### config.mk
export PLATFORM = sky130hd
export DESIGN_NAME = apb_burst_requester
export DESIGN_NICKNAME = d
export VERILOG_FILES = /design/src/rtl/apbq_pkg.sv /design/src/rtl/apbq_seq.sv /design/src/rtl/apbq_drv.sv /design/src/rtl/apbq_rsp.sv /design/src/rtl/apb_burst_requester.sv
export SDC_FILE = /design/constraint.sdc
export NUM_CORES = 1
export LEC_CHECK = 0
export BUFFER_PORTS_ARGS = -buffer_cell sky130_fd_sc_hd__buf_4
export CAP_MARGIN = 5
export CORE_MARGIN = 2
export CORE_UTILIZATION = 51
export DETAILED_ROUTE_END_ITERATION = 10
export PLACE_DENSITY = 0.75
export SLEW_MARGIN = 10
export SYNTH_ARGS = -nofsm -noshare
export SYNTH_HDL_FRONTEND = slang
export SYNTH_SLANG_ARGS = --single-unit
### constraint.sdc
create_clock -name clk -period 4.38 [get_ports clk]
set_input_delay 1.095 -clock clk [delete_from_list [all_inputs] [get_ports clk]]
set_output_delay 1.095 -clock clk [all_outputs]
set_load 0.1 [all_outputs]
### src/rtl/apbq_pkg.sv
package apbq_pkg;

    localparam int AW         = 32;
    localparam int DW         = 32;
    localparam int WORD_SHIFT = 2;

    typedef enum logic [1:0] {
        OP_IDLE  = 2'b00,
        OP_WRITE = 2'b01,
        OP_READ  = 2'b10,
        OP_RSVD  = 2'b11
    } op_e;

    typedef enum logic [1:0] {
        PH_READY,
        PH_SETUP,
        PH_ACCESS,
        PH_GAP
    } phase_e;

    typedef struct packed {
        logic [AW-1:0] addr;
        logic [DW-1:0] wdata;
        logic          write;
    } beat_t;

    function automatic logic is_xfer(input op_e op);
        return (op == OP_WRITE) || (op == OP_READ);
    endfunction

    function automatic logic on_bus(input phase_e ph);
        return (ph == PH_SETUP) || (ph == PH_ACCESS);
    endfunction

endpackage

### src/rtl/apbq_seq.sv
module apbq_seq
    import apbq_pkg::*;
#(
    parameter int BURST_LEN = 4,
    parameter int IDLE_W    = 4,
    parameter int BUF_N     = 4,
    parameter int BEAT_W    = 2
) (
    input  logic                clk,
    input  logic                rst_n,
    input  logic                cmd_valid,
    output logic                cmd_ready,
    input  logic [1:0]          cmd_kind,
    input  logic                cmd_burst,
    input  logic [AW-1:0]       cmd_addr,
    input  logic [DW-1:0]       cmd_wdata,
    input  logic [IDLE_W-1:0]   cmd_idle,
    input  logic [BUF_N*DW-1:0] cmd_bdata,
    output phase_e              phase,
    output phase_e              nxt_phase,
    output beat_t               nxt_beat,
    output logic [BEAT_W-1:0]   beat_idx,
    output logic                cur_write
);

    localparam int                WORDS = 2 ** BEAT_W;
    localparam logic [BEAT_W-1:0] LAST  = BEAT_W'(BUF_N - 1);

    op_e                op;
    phase_e             ph_q, ph_d;
    logic [BEAT_W-1:0]  beat_q, beat_d;
    logic [IDLE_W-1:0]  gap_q, gap_d, idle_q;
    logic [AW-1:0]      base_q, base_sel;
    logic [DW-1:0]      wsing_q, wsing_sel, wword;
    logic               write_q, burst_q, wr_sel, burst_sel, accept;
    logic [DW-1:0]      words_in [WORDS];
    logic [DW-1:0]      words_q  [WORDS];

    assign op     = op_e'(cmd_kind);
    assign accept = cmd_valid && (ph_q == PH_READY);

    generate
        for (genvar i = 0; i < WORDS; i++) begin : g_word
            if (i < BUF_N) begin : g_used
                assign words_in[i] = cmd_bdata[DW*i +: DW];
            end else begin : g_pad
                assign words_in[i] = '0;
            end
        end
    endgenerate

    always_comb begin
        ph_d   = ph_q;
        beat_d = beat_q;
        gap_d  = gap_q;
        case (ph_q)
            PH_READY: begin
                if (cmd_valid) begin
                    beat_d = '0;
                    if (!is_xfer(op) || (cmd_burst && (BURST_LEN == 0))) begin
                        ph_d  = PH_GAP;
                        gap_d = IDLE_W'(1);
                    end else begin
                        ph_d = PH_SETUP;
                    end
                end
            end
            PH_SETUP: ph_d = PH_ACCESS;
            PH_ACCESS: begin
                if (burst_q && (beat_q != LAST)) begin
                    ph_d   = PH_SETUP;
                    beat_d = beat_q + 1'b1;
                end else if (burst_q) begin
                    ph_d  = PH_GAP;
                    gap_d = IDLE_W'(1);
                end else if (idle_q == '0) begin
                    ph_d = PH_READY;
                end else begin
                    ph_d  = PH_GAP;
                    gap_d = idle_q;
                end
            end
            default: begin
                if (gap_q <= IDLE_W'(1)) ph_d = PH_READY;
                else                     gap_d = gap_q - 1'b1;
            end
        endcase
    end

    always_comb begin
        base_sel  = (ph_q == PH_READY) ? cmd_addr : base_q;
        wsing_sel = (ph_q == PH_READY) ? cmd_wdata : wsing_q;
        wr_sel    = (ph_q == PH_READY) ? (op == OP_WRITE) : write_q;
        burst_sel = (ph_q == PH_READY) ? cmd_burst : burst_q;
        wword     = (ph_q == PH_READY) ? words_in[beat_d] : words_q[beat_d];
        nxt_beat.addr  = base_sel + (AW'(beat_d) << WORD_SHIFT);
        nxt_beat.write = wr_sel;
        nxt_beat.wdata = !wr_sel ? '0 : (burst_sel ? wword : wsing_sel);
    end

    always_ff @(posedge clk or negedge rst_n) begin
        if (!rst_n) begin
            ph_q    <= PH_READY;
            beat_q  <= '0;
            gap_q   <= '0;
            idle_q  <= '0;
            base_q  <= '0;
            wsing_q <= '0;
            write_q <= 1'b0;
            burst_q <= 1'b0;
            for (int i = 0; i < WORDS; i++) words_q[i] <= '0;
        end else begin
            ph_q   <= ph_d;
            beat_q <= beat_d;
            gap_q  <= gap_d;
            if (accept) begin
                idle_q  <= cmd_idle;
                base_q  <= cmd_addr;
                wsing_q <= cmd_wdata;
                write_q <= (op == OP_WRITE);
                burst_q <= cmd_burst;
                for (int i = 0; i < WORDS; i++) words_q[i] <= words_in[i];
            end
        end
    end

    assign cmd_ready = (ph_q == PH_READY);
    assign phase     = ph_q;
    assign nxt_phase = ph_d;
    assign beat_idx  = beat_q;
    assign cur_write = write_q;

    AST_ACCEPT_DROPS_READY: assert property (@(posedge clk) disable iff (!rst_n)
        cmd_valid && cmd_ready |=> !cmd_ready);
    AST_BEAT_IN_RANGE: assert property (@(posedge clk) disable iff (!rst_n)
        on_bus(ph_q) |-> (beat_q <= LAST));

endmodule

### src/rtl/apbq_drv.sv
module apbq_drv
    import apbq_pkg::*;
(
    input  logic          clk,
    input  logic          rst_n,
    input  phase_e        nxt_phase,
    input  beat_t         nxt_beat,
    output logic [AW-1:0] paddr,
    output logic          pwrite,
    output logic          psel,
    output logic          penable,
    output logic [DW-1:0] pwdata
);

    always_ff @(posedge clk or negedge rst_n) begin
        if (!rst_n) begin
            paddr   <= '0;
            pwrite  <= 1'b0;
            psel    <= 1'b0;
            penable <= 1'b0;
            pwdata  <= '0;
        end else begin
            psel    <= on_bus(nxt_phase);
            penable <= (nxt_phase == PH_ACCESS);
            if (nxt_phase == PH_SETUP) begin
                paddr  <= nxt_beat.addr;
                pwrite <= nxt_beat.write;
                pwdata <= nxt_beat.wdata;
            end else if (nxt_phase != PH_ACCESS) begin
                pwdata <= '0;
            end
        end
    end

    AST_SETUP_THEN_ACCESS: assert property (@(posedge clk) disable iff (!rst_n)
        psel && !penable |=> psel && penable);
    AST_ENABLE_NEEDS_SELECT: assert property (@(posedge clk) disable iff (!rst_n)
        penable |-> psel);
    AST_ACCESS_KEEPS_BEAT: assert property (@(posedge clk) disable iff (!rst_n)
        penable |-> $stable(paddr) && $stable(pwrite) && $stable(pwdata));
    AST_IDLE_QUIET: assert property (@(posedge clk) disable iff (!rst_n)
        !psel |-> !penable && (pwdata == '0));
    AST_IDLE_HOLDS_ADDR: assert property (@(posedge clk) disable iff (!rst_n)
        !psel |=> psel || ($stable(paddr) && $stable(pwrite)));

endmodule

### src/rtl/apbq_rsp.sv
module apbq_rsp
    import apbq_pkg::*;
#(
    parameter int BEAT_W = 2
) (
    input  logic              clk,
    input  logic              rst_n,
    input  phase_e            phase,
    input  phase_e            nxt_phase,
    input  logic              cur_write,
    input  logic [BEAT_W-1:0] beat_idx,
    input  logic [DW-1:0]     prdata,
    output logic              rsp_valid,
    output logic [DW-1:0]     rsp_data,
    output logic [BEAT_W-1:0] rsp_beat,
    output logic              done
);

    logic rd_access;
    assign rd_access = (phase == PH_ACCESS) && !cur_write;

    always_ff @(posedge clk or negedge rst_n) begin
        if (!rst_n) begin
            rsp_valid <= 1'b0;
            rsp_data  <= '0;
            rsp_beat  <= '0;
            done      <= 1'b0;
        end else begin
            rsp_valid <= rd_access;
            done      <= (phase != PH_READY) && (nxt_phase == PH_READY);
            if (rd_access) begin
                rsp_data <= prdata;
                rsp_beat <= beat_idx;
            end
        end
    end

    AST_DONE_SINGLE_PULSE: assert property (@(posedge clk) disable iff (!rst_n)
        done |=> !done);
    AST_DONE_AT_READY: assert property (@(posedge clk) disable iff (!rst_n)
        done |-> (phase == PH_READY));
    AST_RSP_FOLLOWS_ACCESS: assert property (@(posedge clk) disable iff (!rst_n)
        rsp_valid |-> (phase != PH_ACCESS));

endmodule

### src/rtl/apb_burst_requester.sv
module apb_burst_requester
    import apbq_pkg::*;
#(
    parameter int BURST_LEN = 4,
    parameter int IDLE_W    = 4,
    localparam int BUF_N    = (BURST_LEN < 1) ? 1 : BURST_LEN,
    localparam int BEAT_W   = (BUF_N > 1) ? $clog2(BUF_N) : 1
) (
    input  logic                clk,
    input  logic                rst_n,
    input  logic                cmd_valid,
    output logic                cmd_ready,
    input  logic [1:0]          cmd_kind,
    input  logic                cmd_burst,
    input  logic [31:0]         cmd_addr,
    input  logic [31:0]         cmd_wdata,
    input  logic [IDLE_W-1:0]   cmd_idle,
    input  logic [BUF_N*32-1:0] cmd_bdata,
    output logic [31:0]         paddr,
    output logic                pwrite,
    output logic                psel,
    output logic                penable,
    output logic [31:0]         pwdata,
    input  logic [31:0]         prdata,
    output logic                rsp_valid,
    output logic [31:0]         rsp_data,
    output logic [BEAT_W-1:0]   rsp_beat,
    output logic                done
);

    phase_e            phase, nxt_phase;
    beat_t             nxt_beat;
    logic [BEAT_W-1:0] beat_idx;
    logic              cur_write;

    apbq_seq #(
        .BURST_LEN(BURST_LEN), .IDLE_W(IDLE_W), .BUF_N(BUF_N), .BEAT_W(BEAT_W)
    ) u_seq (
        .clk(clk), .rst_n(rst_n), .cmd_valid(cmd_valid), .cmd_ready(cmd_ready),
        .cmd_kind(cmd_kind), .cmd_burst(cmd_burst), .cmd_addr(cmd_addr),
        .cmd_wdata(cmd_wdata), .cmd_idle(cmd_idle), .cmd_bdata(cmd_bdata),
        .phase(phase), .nxt_phase(nxt_phase), .nxt_beat(nxt_beat),
        .beat_idx(beat_idx), .cur_write(cur_write)
    );

    apbq_drv u_drv (
        .clk(clk), .rst_n(rst_n), .nxt_phase(nxt_phase), .nxt_beat(nxt_beat),
        .paddr(paddr), .pwrite(pwrite), .psel(psel), .penable(penable),
        .pwdata(pwdata)
    );

    apbq_rsp #(.BEAT_W(BEAT_W)) u_rsp (
        .clk(clk), .rst_n(rst_n), .phase(phase), .nxt_phase(nxt_phase),
        .cur_write(cur_write), .beat_idx(beat_idx), .prdata(prdata),
        .rsp_valid(rsp_valid), .rsp_data(rsp_data), .rsp_beat(rsp_beat),
        .done(done)
    );

    AST_IDLE_BUS_WHILE_READY: assert property (@(posedge clk) disable iff (!rst_n)
        cmd_ready |-> !psel);

endmodule

==> metrics.md <==
| Metric | Value |
|---|---|
| GRT Total Usage | between 20 and 30% |
| Post-synth EDFFs | 0 |
| CTS Buf Count | 35 |
| CTS Buffer Depth | 3 |
| Slowest stage delay, CP | 0.55 ns |
| Cts repair resizes | 0 |
| Syn nets | around 1600 |
| Critical-path top delay cell | dfrtp_1 |
| Slew HR | a little over a fifth |
| Design area | 0.0198 mm^2 |
| FFs w/ async S/R, synth | 100% |
| Fin crit share | 79.7% |
| Max Cap Violations | 0 |
| Crit path launch type | flip-flop |
| Routed WL | 44.4 mm |
| Core area | 0.0305 mm^2 |
| Routability cong. | approximately 0.8 |
| # IOs | 338 |
| Syn Area/Cell | 11.6 um^2 |
| Synth Register Bits | 309 |
| Placed inst area | 0.0187 mm^2 |
| Post-CTS setup buffers | 0 |
| Clk sinks | ~300 |
| Fin. max-slew vios | 0 |
| Final setup vio count | 0 |
| DR vias/cell | 5.99 |
| Crit path kind | reg2out |
| YS warnings | 0 |
| Area Overhead vs Synth | 25.7% |
| HP Class | reg2reg |
| Initial cell density of the core | around half |
| Area leader, netlist | dfrtp_1 |
| Drt pass-1 iters | 7 |
| Overall Power | about 17 mW |
| PortBufs | 337 |
| DRT iter0 DRCs | approximately 800 |
| Worst path bufs/invs | 3 |
| Status | finished, final reports clean |
| Setup crit end kind | output port |
| Global-route wire length before repair | 70.5 mm |
| Req. time, crit path | 3.28 ns |
| DIE AREA | 0.0324 mm^2 |
| Fin nets | approximately 1900 |
| Post-DP HPWL | 28.2 mm |
| Unique masters post-synth | 65 |
| Yosys top cell area share | about half |
| Max IR drop VDD | 0.000565 V |
| Drt wl/cell | about 21 um |
| Clock slew seen by the registers of the worst setup and hold paths | roughly 0.060 ns |
| R2R depth | 9 |
| Worst-path cell chain | or2_4, inv_4, buf_4, buf_4 |
| Worst Path Arrival | 2.40 ns |
| FP Rows | 64 |
| Sw frac | 46.8% |
| Hold slack | approximately 0.50 ns |
| Combinational power share | 53.6% |
| Switching pwr | 8.09 mW |
| CP Depth | 4 |
| Via count | 12402 |
| Clock Skew | 0.00771 ns |
| Hold buffers post-CTS | 0 |
| Most frequent cells in the layout | buf_4 (353), dfrtp_1 (309), mux2_2 (260), nand2_1 (168), mux2i_1 (86) |
| Pwr/cell area | approximately 870 mW/mm^2 |
| Vias in the first global route | 12716 |
| Initial antenna violation count | 3 |
| P_int | 9.19 mW |
| Lkg Pwr | 9.22 nW |
| Die Height | 180 um |
| Commonest non-fill, non-tap cell in the layout | buf_4 |
| Fmax | 0.286 GHz |
| Register area share after synthesis | 49.0% |
| Main synth FF type | dfrtp_1 |
| Grt ovf | 0 |
| Cells after synthesis | 1356 |
| Worst-Margin Slew | ~1.2 ns |
| Unrepaired setup endpoints after global routing | no |
| Share of layout cells above drive strength 1 | between 40 and 50% |
| Hold path depth | 1 |
| Die Width | 180 um |
| DRC viols | 0 |
| Clock Latency Late Sink | 0.50 ns |
| Synth top area cells | dfrtp_1 (49%), mux2_2 (19%), mux2i_1 (5.5%), nand2_1 (4.0%), clkbuf_1 (1.9%) |
| Minimum clock period | 3.49 ns |
| Most frequent cell on the critical path | buf_4 |
| Worst Path Max Fanout | 25 |
| H-tree depth | 2 |
| CTS tree | yes |
| Hold Vio Cnt, Final | 0 |
| Setup TNS | 0 ns |
| Clock root buffer | clkbuf_16 |
| Antenna Violating Nets Remaining | 0 |
| Netlist Area Pre-Place | 0.0158 mm^2 |
| Clock Power Share | 17.0% |
| Kind of cell adding the most delay to the critical path | buffers and inverters |
| Largest net degree at the start of global routing | a little under 200 |
| Flop pwr share | between 20 and 30% |
## power by group through the flow
stage	sequential, mW	clock [mW]	combinational (mW)
floorplan	7.84	0	4.20
global placement	5.03	0	9.10
detailed placement	5.09	0	9.26
CTS	5.06	3.00	9.30
global route	5.24	3.11	9.77
finish	5.07	2.94	9.27
## synthesized netlist by cell type (3+ instances only)
library cell	count
dfrtp_1	309
and3_1	33
mux2i_1	86
o211ai_1	10
buf_4	4
xor2_1	10
o311ai_0	32
a211oi_1	32
nand2_1	168
xnor2_1	18
nor2b_1	3
a22oi_2	3
o21ai_0	14
nand4_4	3
buf_1	3
a211o_1	32
mux2_2	260
or3b_1	3
clkbuf_1	79
inv_1	11
or3_1	33
nand3_1	35
and2_1	4
a21oi_1	40
buf_2	16
nor2_1	18
a2111oi_0	32
ha_1	10
buf_6	3
nand4bb_1	5
## final cells by class
cell class / count / area (um^2)
multi-input cells: 929 / 7600
repair buffers: 360 / 2790
well taps: 396 / 495
clock buffers: 56 / 1110
inverters: 13 / 51.3
fillers: 2425 / 10700
clock inverters: 6 / 57.6
flip-flops and latches: 309 / 7730
diodes: 2 / 5.00
## stage by stage
step	worst slack [ns]	std cells	util [%]
floorplan	0.223	1356	-
global placement	0.738	2007	61.2
detailed placement	0.599	2007	61.2
CTS	0.889	2069	65.0
global route	0.588	2070	65.0
finish	0.889	2071	65.0
## kinds of logic after synthesis
family          after synthesis  synth area share, %
xor+xnor                     28                 1.55
flops                       309                 49.0
compound gates              214                 10.4
mux                         348                 24.2
buf+inv                     118                 3.18
simple gates                328                 10.7
fa+ha+maj                    11                0.920
## registers in the layout, indices dropped and copies added (netlist names)
name / cells
u_seq.beat_idx: 2
u_seq.cur_write: 1
u_drv.pwrite: 1
u_seq.idle_q: 4
u_seq.wsing_q: 32
u_seq.phase: 2
u_drv.penable: 1
u_rsp.done: 1
u_drv.paddr: 32
u_rsp.rsp_data: 32
u_seq.gap_q: 4
u_rsp.rsp_valid: 1
u_seq.burst_q: 1
u_drv.pwdata: 32
u_seq.words_q: 128
u_seq.base_q: 32
u_drv.psel: 1
u_rsp.rsp_beat: 2
## path summary, 6_finish.rpt
kind                                    from                end  slack, ns
max in group asynchronous              rst_n  u_seq.words_q[69]       2.81
max                           u_seq.phase[1]          cmd_ready       0.89
max reg2reg                u_seq.beat_idx[0]    u_drv.pwdata[0]       0.93
min reg2reg                u_seq.wsing_q[21]  u_seq.wsing_q[21]       0.50
min                        u_seq.wsing_q[21]  u_seq.wsing_q[21]       0.50
min in group asynchronous              rst_n   u_seq.base_q[10]       0.59
## routing by layer
metal,vias to the layer above,share of wire [%],track usage [%]
met5,-,0.068,0
met4,4,3.0,8.59
met3,93,7.2,5.61
met2,469,48,44.2
met1,6264,42,36.2
li1,5572,-,-
(Power assumes the default switching activity.)
